File: src/rtl/eepb_pkg.sv
package eepb_pkg;
  // Strobes passed from control to datapath, at most one take per cycle
  typedef struct packed {
    logic takeErase;
    logic takePage;
    logic takeByte;
    logic commit;
  } eepbStrobe_t;
endpackage

File: src/rtl/eepb_ctrl.sv
module eepb_ctrl
  import eepb_pkg::*;
#(
  parameter int WR_CYC = 4000,
  parameter int ER_CYC = 4000
) (
  input  logic        clk,
  input  logic        rstN,
  input  logic        pageWrEn,
  input  logic        byteWrEn,
  input  logic        eraseEn,
  output eepbStrobe_t strobe,
  output logic        busy,
  output logic        err
);
  localparam int MAX_CYC = (WR_CYC > ER_CYC) ? WR_CYC : ER_CYC;
  localparam int CNT_W   = $clog2(MAX_CYC + 1);

  logic [CNT_W-1:0] cnt;
  logic             anyReq;
  logic             multiReq;

  always_comb begin
    anyReq           = pageWrEn | byteWrEn | eraseEn;
    multiReq         = (pageWrEn & byteWrEn) | (pageWrEn & eraseEn) | (byteWrEn & eraseEn);
    strobe.takeErase = !busy && eraseEn;
    strobe.takePage  = !busy && pageWrEn && !eraseEn;
    strobe.takeByte  = !busy && byteWrEn && !eraseEn && !pageWrEn;
    strobe.commit    = busy && (cnt == CNT_W'(1));
  end

  always_ff @(posedge clk) begin
    if (!rstN) begin
      busy <= 1'b0;
      cnt  <= '0;
      err  <= 1'b0;
    end else begin
      if (strobe.takeErase) begin
        busy <= 1'b1;
        cnt  <= CNT_W'(ER_CYC);
      end else if (strobe.takePage || strobe.takeByte) begin
        busy <= 1'b1;
        cnt  <= CNT_W'(WR_CYC);
      end else if (strobe.commit) begin
        busy <= 1'b0;
        cnt  <= '0;
      end else if (busy) begin
        cnt  <= cnt - CNT_W'(1);
      end
      if ((busy && anyReq) || (!busy && multiReq)) err <= 1'b1;
    end
  end
endmodule

File: src/rtl/eepb_dpath.sv
module eepb_dpath
  import eepb_pkg::*;
#(
  parameter int MEM_BYTES = 128
) (
  input  logic                          clk,
  input  logic                          rstN,
  input  eepbStrobe_t                   strobe,
  input  logic                          loadEn,
  input  logic [1:0]                    loadOff,
  input  logic [7:0]                    loadData,
  input  logic [$clog2(MEM_BYTES)-3:0]  pageAddr,
  input  logic [$clog2(MEM_BYTES)-1:0]  byteAddr,
  input  logic [7:0]                    byteData,
  input  logic [$clog2(MEM_BYTES)-1:0]  rdAddr,
  output logic [7:0]                    rdData
);
  localparam int ADDR_W = $clog2(MEM_BYTES);
  localparam int PAGE_W = ADDR_W - 2;
  localparam int PAGES  = MEM_BYTES / 4;

  logic [3:0][7:0]    bufData;
  logic [3:0]         bufLoaded;
  logic [PAGE_W-1:0]  pendPage;
  logic [3:0]         pendMask;
  logic [3:0][7:0]    pendData;
  logic               pendErase;
  logic [3:0][7:0]    pageView [PAGES];

  // Staging buffer: a load in the commit cycle survives the clear
  always_ff @(posedge clk) begin
    if (!rstN) begin
      bufData   <= '0;
      bufLoaded <= '0;
    end else begin
      if (strobe.takePage) bufLoaded <= '0;
      if (loadEn) begin
        bufData[loadOff]   <= loadData;
        bufLoaded[loadOff] <= 1'b1;
      end
    end
  end

  // Snapshot of the accepted operation, applied when the timer ends
  always_ff @(posedge clk) begin
    if (!rstN) begin
      pendPage  <= '0;
      pendMask  <= '0;
      pendData  <= '0;
      pendErase <= 1'b0;
    end else if (strobe.takeErase) begin
      pendErase <= 1'b1;
      pendMask  <= '0;
    end else if (strobe.takePage) begin
      pendErase <= 1'b0;
      pendPage  <= pageAddr;
      pendMask  <= bufLoaded;
      pendData  <= bufData;
    end else if (strobe.takeByte) begin
      pendErase <= 1'b0;
      pendPage  <= byteAddr[ADDR_W-1:2];
      pendMask  <= 4'(1) << byteAddr[1:0];
      pendData  <= {4{byteData}};
    end
  end

  // Array: one register group per page, each lane replaced outright
  for (genvar p = 0; p < PAGES; p++) begin : gPage
    logic [3:0][7:0] cells;
    logic            hit;
    assign hit = strobe.commit && (pendPage == PAGE_W'(p));
    for (genvar j = 0; j < 4; j++) begin : gLane
      always_ff @(posedge clk) begin
        if (!rstN) cells[j] <= 8'hFF;
        else if (strobe.commit && pendErase) cells[j] <= 8'hFF;
        else if (hit && pendMask[j]) cells[j] <= pendData[j];
      end
    end
    assign pageView[p] = cells;
  end

  always_ff @(posedge clk) begin
    if (!rstN) rdData <= 8'hFF;
    else       rdData <= pageView[rdAddr[ADDR_W-1:2]][rdAddr[1:0]];
  end
endmodule

File: src/rtl/eeprom_page_commit.sv
module eeprom_page_commit
  import eepb_pkg::*;
#(
  parameter int MEM_BYTES  = 128,
  parameter int CYC_PER_MS = 1000,
  parameter int WRITE_MS   = 4,
  parameter int ERASE_MS   = 4
) (
  input  logic                          clk,
  input  logic                          rstN,
  input  logic                          loadEn,
  input  logic [1:0]                    loadOff,
  input  logic [7:0]                    loadData,
  input  logic                          pageWrEn,
  input  logic [$clog2(MEM_BYTES)-3:0]  pageAddr,
  input  logic                          byteWrEn,
  input  logic [$clog2(MEM_BYTES)-1:0]  byteAddr,
  input  logic [7:0]                    byteData,
  input  logic                          eraseEn,
  input  logic [$clog2(MEM_BYTES)-1:0]  rdAddr,
  output logic [7:0]                    rdData,
  output logic                          busy,
  output logic                          err
);
  localparam int WR_CYC = WRITE_MS * CYC_PER_MS;
  localparam int ER_CYC = ERASE_MS * CYC_PER_MS;

  eepbStrobe_t strobe;

  eepb_ctrl #(.WR_CYC(WR_CYC), .ER_CYC(ER_CYC)) uCtrl (
    .clk(clk), .rstN(rstN), .pageWrEn(pageWrEn), .byteWrEn(byteWrEn),
    .eraseEn(eraseEn), .strobe(strobe), .busy(busy), .err(err)
  );

  eepb_dpath #(.MEM_BYTES(MEM_BYTES)) uDpath (
    .clk(clk), .rstN(rstN), .strobe(strobe), .loadEn(loadEn), .loadOff(loadOff),
    .loadData(loadData), .pageAddr(pageAddr), .byteAddr(byteAddr),
    .byteData(byteData), .rdAddr(rdAddr), .rdData(rdData)
  );
endmodule

File: config.mk
export PLATFORM = sky130hd
export DESIGN_NAME = eeprom_page_commit
export DESIGN_NICKNAME = d
export VERILOG_FILES = /design/src/rtl/eepb_pkg.sv /design/src/rtl/eepb_ctrl.sv /design/src/rtl/eepb_dpath.sv /design/src/rtl/eeprom_page_commit.sv
export SDC_FILE = /design/constraint.sdc
export NUM_CORES = 2
export LEC_CHECK = 0
export ABC_AREA = 1
export BUFFER_PORTS_ARGS = -buffer_cell sky130_fd_sc_hd__buf_2
export CAP_MARGIN = 20
export CORE_ASPECT_RATIO = 0.6
export CORE_UTILIZATION = 40
export DETAILED_ROUTE_END_ITERATION = 6
export GPL_TIMING_DRIVEN = 0
export PLACE_DENSITY = 0.55
export SYNTH_ARGS = -nofsm -noshare
export SYNTH_HDL_FRONTEND = slang
export SYNTH_SLANG_ARGS = --single-unit
File: constraint.sdc
create_clock -name clk -period 2.3 [get_ports clk]
set_clock_uncertainty 0.05 [all_clocks]
set_input_delay 0.115 -clock clk [delete_from_list [all_inputs] [get_ports clk]]
set_output_delay 0.115 -clock clk [all_outputs]
set_load 0.01 [all_outputs]
; Word-level counts from Yosys, hierarchy flattened
; Cells that the tools add are included.
; Widths: inputs -> output; s select.
[classes]
addsub = 1
order_cmp = 4
eq_ne = 32
n_shift = 1
muxes = 29
bitwise_logic = 11
reduce_logical = 185
[op_table]
columns = operator, n
row1 = $logic_and 1x1->1, 171
row2 = $bmux 32 s5, 1
row3 = $mux 32, 4
row4 = $eq 5x5->1 const B, 16
row5 = $mux 12, 4
row6 = $eq 5x4->1 const B, 8
row7 = $bwmux 32, 1
row8 = $eq 5x3->1 const B, 4
row9 = $mux 4, 5
row10 = $bmux 8 s2, 1
row11 = $demux 8 s2, 1
row12 = $mux 8, 2
row13 = $eq 12x1->1 const B, 1
row14 = $sub 12x1->12 const B, 1
row15 = $eq 5x2->1 const B, 2
row16 = $mux 5, 2
row17 = $mux 1, 7
row18 = $ge 6x6->1 const B, 1
row19 = $lt 2x3->1 const B, 2
row20 = $not 5->6, 1
row21 = $reduce_bool 3->1, 2
row22 = $eq 5x1->1 const B, 1
row23 = $logic_not 5->1, 1
row24 = $or 1x1->1, 4
row25 = other kinds (13), 20
[word_totals]
register_bits = 1124
out_inout_bits = 10

; Longest topological paths before layout
[depth]
word_depth = 7
mapped_depth = 14
ltp_nobuf = 11

; Modules after synthesis
; A second synthesis with hierarchy kept.
[hier_totals]
hier_cells = 6686
hier_area_um2 = 49251.0
[modules_own_cells]
columns = mod, instances, cells_per_inst, area_per_inst_um2, seq_area_each_um2
row1 = eepb_dpath, 1, 6556, 48397.7, 22221.3
row2 = eepb_ctrl, 1, 130, 853.3, 280.3

; Least setup slack after synthesis
; OpenSTA, ideal clock, no wires.
[synth_path]
path_type = reg-to-reg
from = register uCtrl.cnt[1]
to = register uDpath.gPage[14].cells[27] in the netlist's numbering
setup_ns = 0.134
arrival_ns = 1.772
setup_slack_ns = 0.345
path_stages_with_launch = 12
path_buffers = 3
synth_period_minus_slack_ns = 1.955
path_cell_list = dfxtp_1 inv_1 ha_1 nand2_1 nor3_1 nand2_1 inv_1 a21oi_1 buf_2 buf_4 buf_2 o211ai_1
[synth_between]
elab_chain_len = 4
[synth_lines]
columns = element, line_no
row1 = "start, declared", eepb_ctrl.sv:19  ; logic [CNT_W-1:0] cnt;
row2 = "start signal, assigned", eepb_ctrl.sv:40  ; cnt <= CNT_W'(ER_CYC);
row3 = "start signal, assigned", eepb_ctrl.sv:43  ; cnt <= CNT_W'(WR_CYC);
row4 = "start signal, assigned", eepb_ctrl.sv:48  ; cnt <= cnt - CNT_W'(1);
row5 = $eq 12x1->1 (*), eepb_ctrl.sv:29  ; strobe.commit = busy && (cnt == CNT_W'(1));
row6 = $logic_and 1x1->1 (*), eepb_ctrl.sv:29
row7 = "$logic_and 1x1->1, on equally long branches", "eepb_dpath.sv:75, eepb_dpath.sv:71"
row8 = $reduce_or 2->1 (no line) or $logic_and 1x1->1 (tied branches), --
row9 = "end signal, assigned by index", eepb_dpath.sv:76  ; else if (hit && pendMask[j]) cells[j] <= pendData[j];
row10 = "end, declared", eepb_dpath.sv:69  ; logic [3:0][7:0] cells;
; Mark *: on every way between the ends. The rest lies on a longest branch, timed or not.
; A chain may end at the register's enable or synchronous reset.

; Worst setup path after layout
[layout_path]
from = input rdAddr[4]
to = register uDpath.rdData[1]
[layout_between]
elab_chain_len = 6
[layout_lines]
columns = element, line_no
row1 = "start, declared", eeprom_page_commit.sv:20  ; input logic [$clog2(MEM_BYTES)-1:0] rdAddr,
row2 = $not 5->6 (not written as such), eepb_dpath.sv:84  ; else rdData <= pageView[rdAddr[ADDR_W-1:2]][rdAddr[1:0]];
row3 = $bmux 32 s5, eepb_dpath.sv:84
row4 = $mux 32 (not written as such) (2 in series), eepb_dpath.sv:84
row5 = $bmux 8 s2, eepb_dpath.sv:84
row6 = $mux 8 (not written as such), eepb_dpath.sv:84
row7 = "end signal, assigned", eepb_dpath.sv:84
row8 = "end, declared", eepb_dpath.sv:16  ; output logic [7:0] rdData
; Every way passes these cells. The select of a mux whose other input is x is not followed.

==> reports/results.ini <==
[outcome]
status = finished, violations left
violations = setup timing

[synthesis]
synth_edf_count = 0
synth_top_area_share_pct = 45.4
yosys.area.top_type = dfxtp_1
synthTopCellsByCount = nand2_1 (2502), dfxtp_1 (1124), o211ai_1 (928)
ys_dominant_reg_cell = dfxtp_1
synth-seq-cells = 1124
yosys-top-cells-area = dfxtp_1 (45%), nand2_1 (19%), o211ai_1 (14%), nand3_1 (9.0%), buf_2 (2.5%)
synth_cells = 6505
mappedNetlistNets = 6550
ys_async_sr_fraction_pct = 0
yosys_warnings = 0
ys_seq_area_share_pct = 45.4
syn_area_per_cell_um2 = 7.62
synth_area_mm2 = 0.0495
yosysMostFrequentCell = nand2_1
synth_cell_types = 35

[die]
fp-row-count = 99
dieArea_mm2 = 0.125
die_h_um = 275
initial_core_util_pct = 40.6
die_width_um = 456
core_mm2 = 0.122
io_pins = 53

[routing]
drtIter0Drc = 10800
drc = 0
viasPerCell = 6.57
ant_nets = 0
dr_total_vias = 56600
first_pass_iters = 7
wl_per_cell_um = 38.4
totalWireLength_mm = 331

[sta]
setup_ws_ps = -197
timing.hold.ws_ps = 122
period_minus_slack_ps = 2500
tightest_slew_ps = 1320
hold_violations = 0
finalCritPeriodShare_pct = 109
grt_setup_unrepaired = true
clock.fmax_mhz = 400
relSlewSlack_pct = 11.8
tns_ps = -7930
setup_viol = 153
drv_slew = 0

[power_and_ir_drop]
leakagePower_nw = 32.2
power_frac_seq_pct = 41.8
comb_power_share_pct = 15.3
powerDensity_mw_per_mm2 = 766
switchingPower_mw = 14.7
cellInternalPower_mw = 32.4
clkPwrFrac_pct = 42.9
p_sw_share_pct = 31.2
peakVddDrop_mv = 0.657

[final_layout]
instances_no_fill = 8614
fillers = 12100
drive_above_1_share_pct = 16.0
multi_input_area_mm2 = 0.0249
synthToLayoutAreaGrowth_pct = 24.0
regArea_mm2 = 0.0225
nets = 6936
design_area_mm2 = 0.0614

[global_routing]
grt_pass1_vias = 47900
overflow = 0
grt_antenna_before_repair = 22
grt_pass1_wl_mm = 430
grt_max_degree = 17
grtUsageTotal_pct = 50.9

[critical_path]
path_class = in2reg
path_max_fanout = 10
critical_path.startpoint_type = input pin
crit_arrival_ps = 3130
crit_path_end_kind = flip-flop
worstPathRequired_ps = 2930

[placed_design]
hpwl_mm = 257
io_buffer_count = 47
gp_congestion = 1.10
dpl-instance-area_mm2 = 0.0537
dpl.cell_count = 8279

[clocking]
clkLatencyLatePin_ps = 770
cts_sinks = 1124
h-tree-depth = 3
clock_path_buffers = 3
clk_pin_slew_ps = 70
cts_tree = built
numCtsBuffers = 109
cts_root_buffer = clkbuf_16

[run]
max_cap_viol_count = 0

[worst_hold_path]
min_path_type = in2reg

-- timing repair --
| action | in CTS | in global routing |
|---|---|---|
| cloned | 3 | 14 |
| buffers inserted | 44 | 7 |
| hold buffers | 55 | 0 |
| pin swaps | 34 | 15 |
| setup endpoints to repair | 1066 | 1035 |
| gates resized for setup | 418 | 444 |
| hold endpoints to repair | 82 | 0 |
-- stage by stage --
step	worst slack, ps	util, %	power (mW)
after floorplan	345	-	22.5
after global placement	-2440	42.4	25.8
after detailed placement	-1680	44.0	26.2
after CTS	0.0921	49.1	46.0
after global routing	-103	50.3	47.4
final	-197	50.3	47.1
-- worst paths after layout --
kind                                           from                         end  slack, ps  cells past startpoint
worst max-delay path                      rdAddr[4]            uDpath.rdData[1]       -200                     11
worst min-delay path                      rdAddr[6]            uDpath.rdData[7]        120                      6
worst max register to register   uDpath.pendMask[1]  uDpath.gPage[20].cells[14]       -180                      6
worst min register to register  uDpath.bufLoaded[2]         uDpath.bufLoaded[2]        420                      2
-- sequential cells by signal, summed over array words and instances (netlist names) --
signal and flops:
uDpath.rdData 8, uDpath.bufLoaded 4, uDpath.pendErase 1, uCtrl.busy 1, uDpath.gPage.cells 1024, uDpath.pendMask 4
uCtrl.err 1, uDpath.pendData 32, uCtrl.cnt 12, uDpath.pendPage 5, uDpath.bufData 32
-- cell usage in the layout, fill, tap and decap left out, types with 13 or more instances in the layout --
cell / netlist / routed
buf_16: 0 / 20
a221oi_1: 32 / 32
nand2_2: 21 / 67
clkbuf_16: 0 / 118
diode_2: 0 / 13
clkbuf_8: 0 / 30
buf_8: 0 / 103
nor3_4: 30 / 33
buf_1: 57 / 28
nor2_1: 74 / 70
dfxtp_1: 1124 / 1115
buf_6: 12 / 100
o211ai_1: 928 / 928
nand2_4: 12 / 47
buf_4: 10 / 100
o21ai_0: 46 / 46
a21oi_1: 43 / 35
nand2_1: 2502 / 2410
clkbuf_2: 0 / 89
clkbuf_4: 0 / 41
bufinv_16: 0 / 13
nand3_1: 894 / 869
dlygate4sd3_1: 0 / 55
buf_2: 247 / 114
o211ai_2: 96 / 96
inv_1: 59 / 57
clkinv_2: 0 / 17
clkbuf_1: 275 / 193
nand3_2: 0 / 16
buf_12: 3 / 46
-- critical path, cell delays in order --
cell and delay, ps:
buf_2 110, clkbuf_1 440, clkdlybuf4s15_1 860, nand3_1 430, nand2_1 170, nand2_1 60, nand3_1 350, nand3_1 140
nand3_1 110, nand2_1 150, nand2_1 180
-- area by class of cell --
type	instances	share of cell area, %
Multi-Input combinational cell	4711	40.6
Sequential cell	1124	36.7
Buffer	594	6.58
Timing Repair Buffer	285	6.14
Clock buffer	167	5.32
Tap cell	1616	3.29
Clock inverter	38	0.971
Inverter	66	0.403
Antenna cell	13	0.0529
-- cell families (layout without fill, tap and decap cells) --
family                     Yosys count  count (layout)  share of synthesized area [%]
and+or+nand+nor                   3550            3550                           30.3
AOI/OAI and AO/OA                 1153            1153                           18.1
DFF                               1124            1124                           45.4
buffers and inverters              670            1150                           6.06
xor gates and xnor gates             6               6                          0.106
adders and majority gates            2               2                         0.0505
other                                0              13                              0
-- per-layer routing --
layer	share of wire, %	up-vias	track usage [%]
met5	0.14	-	0
met4	4.4	22	18.7
met3	21	800	34.6
met2	33	4997	59.4
met1	41	27600	70.4
li1	-	23200	-
-- power groups by stage --
stage               combinational (mW)  sequential, mW  clock, mW
global route                      6.96            19.7       20.8
detailed placement                6.14            20.1          0
finish                            7.21            19.7       20.2
floorplan                         2.41            20.1          0
CTS                               6.39            19.7       20.0
global placement                  5.75            20.1          0
(Power assumes the default switching activity.)
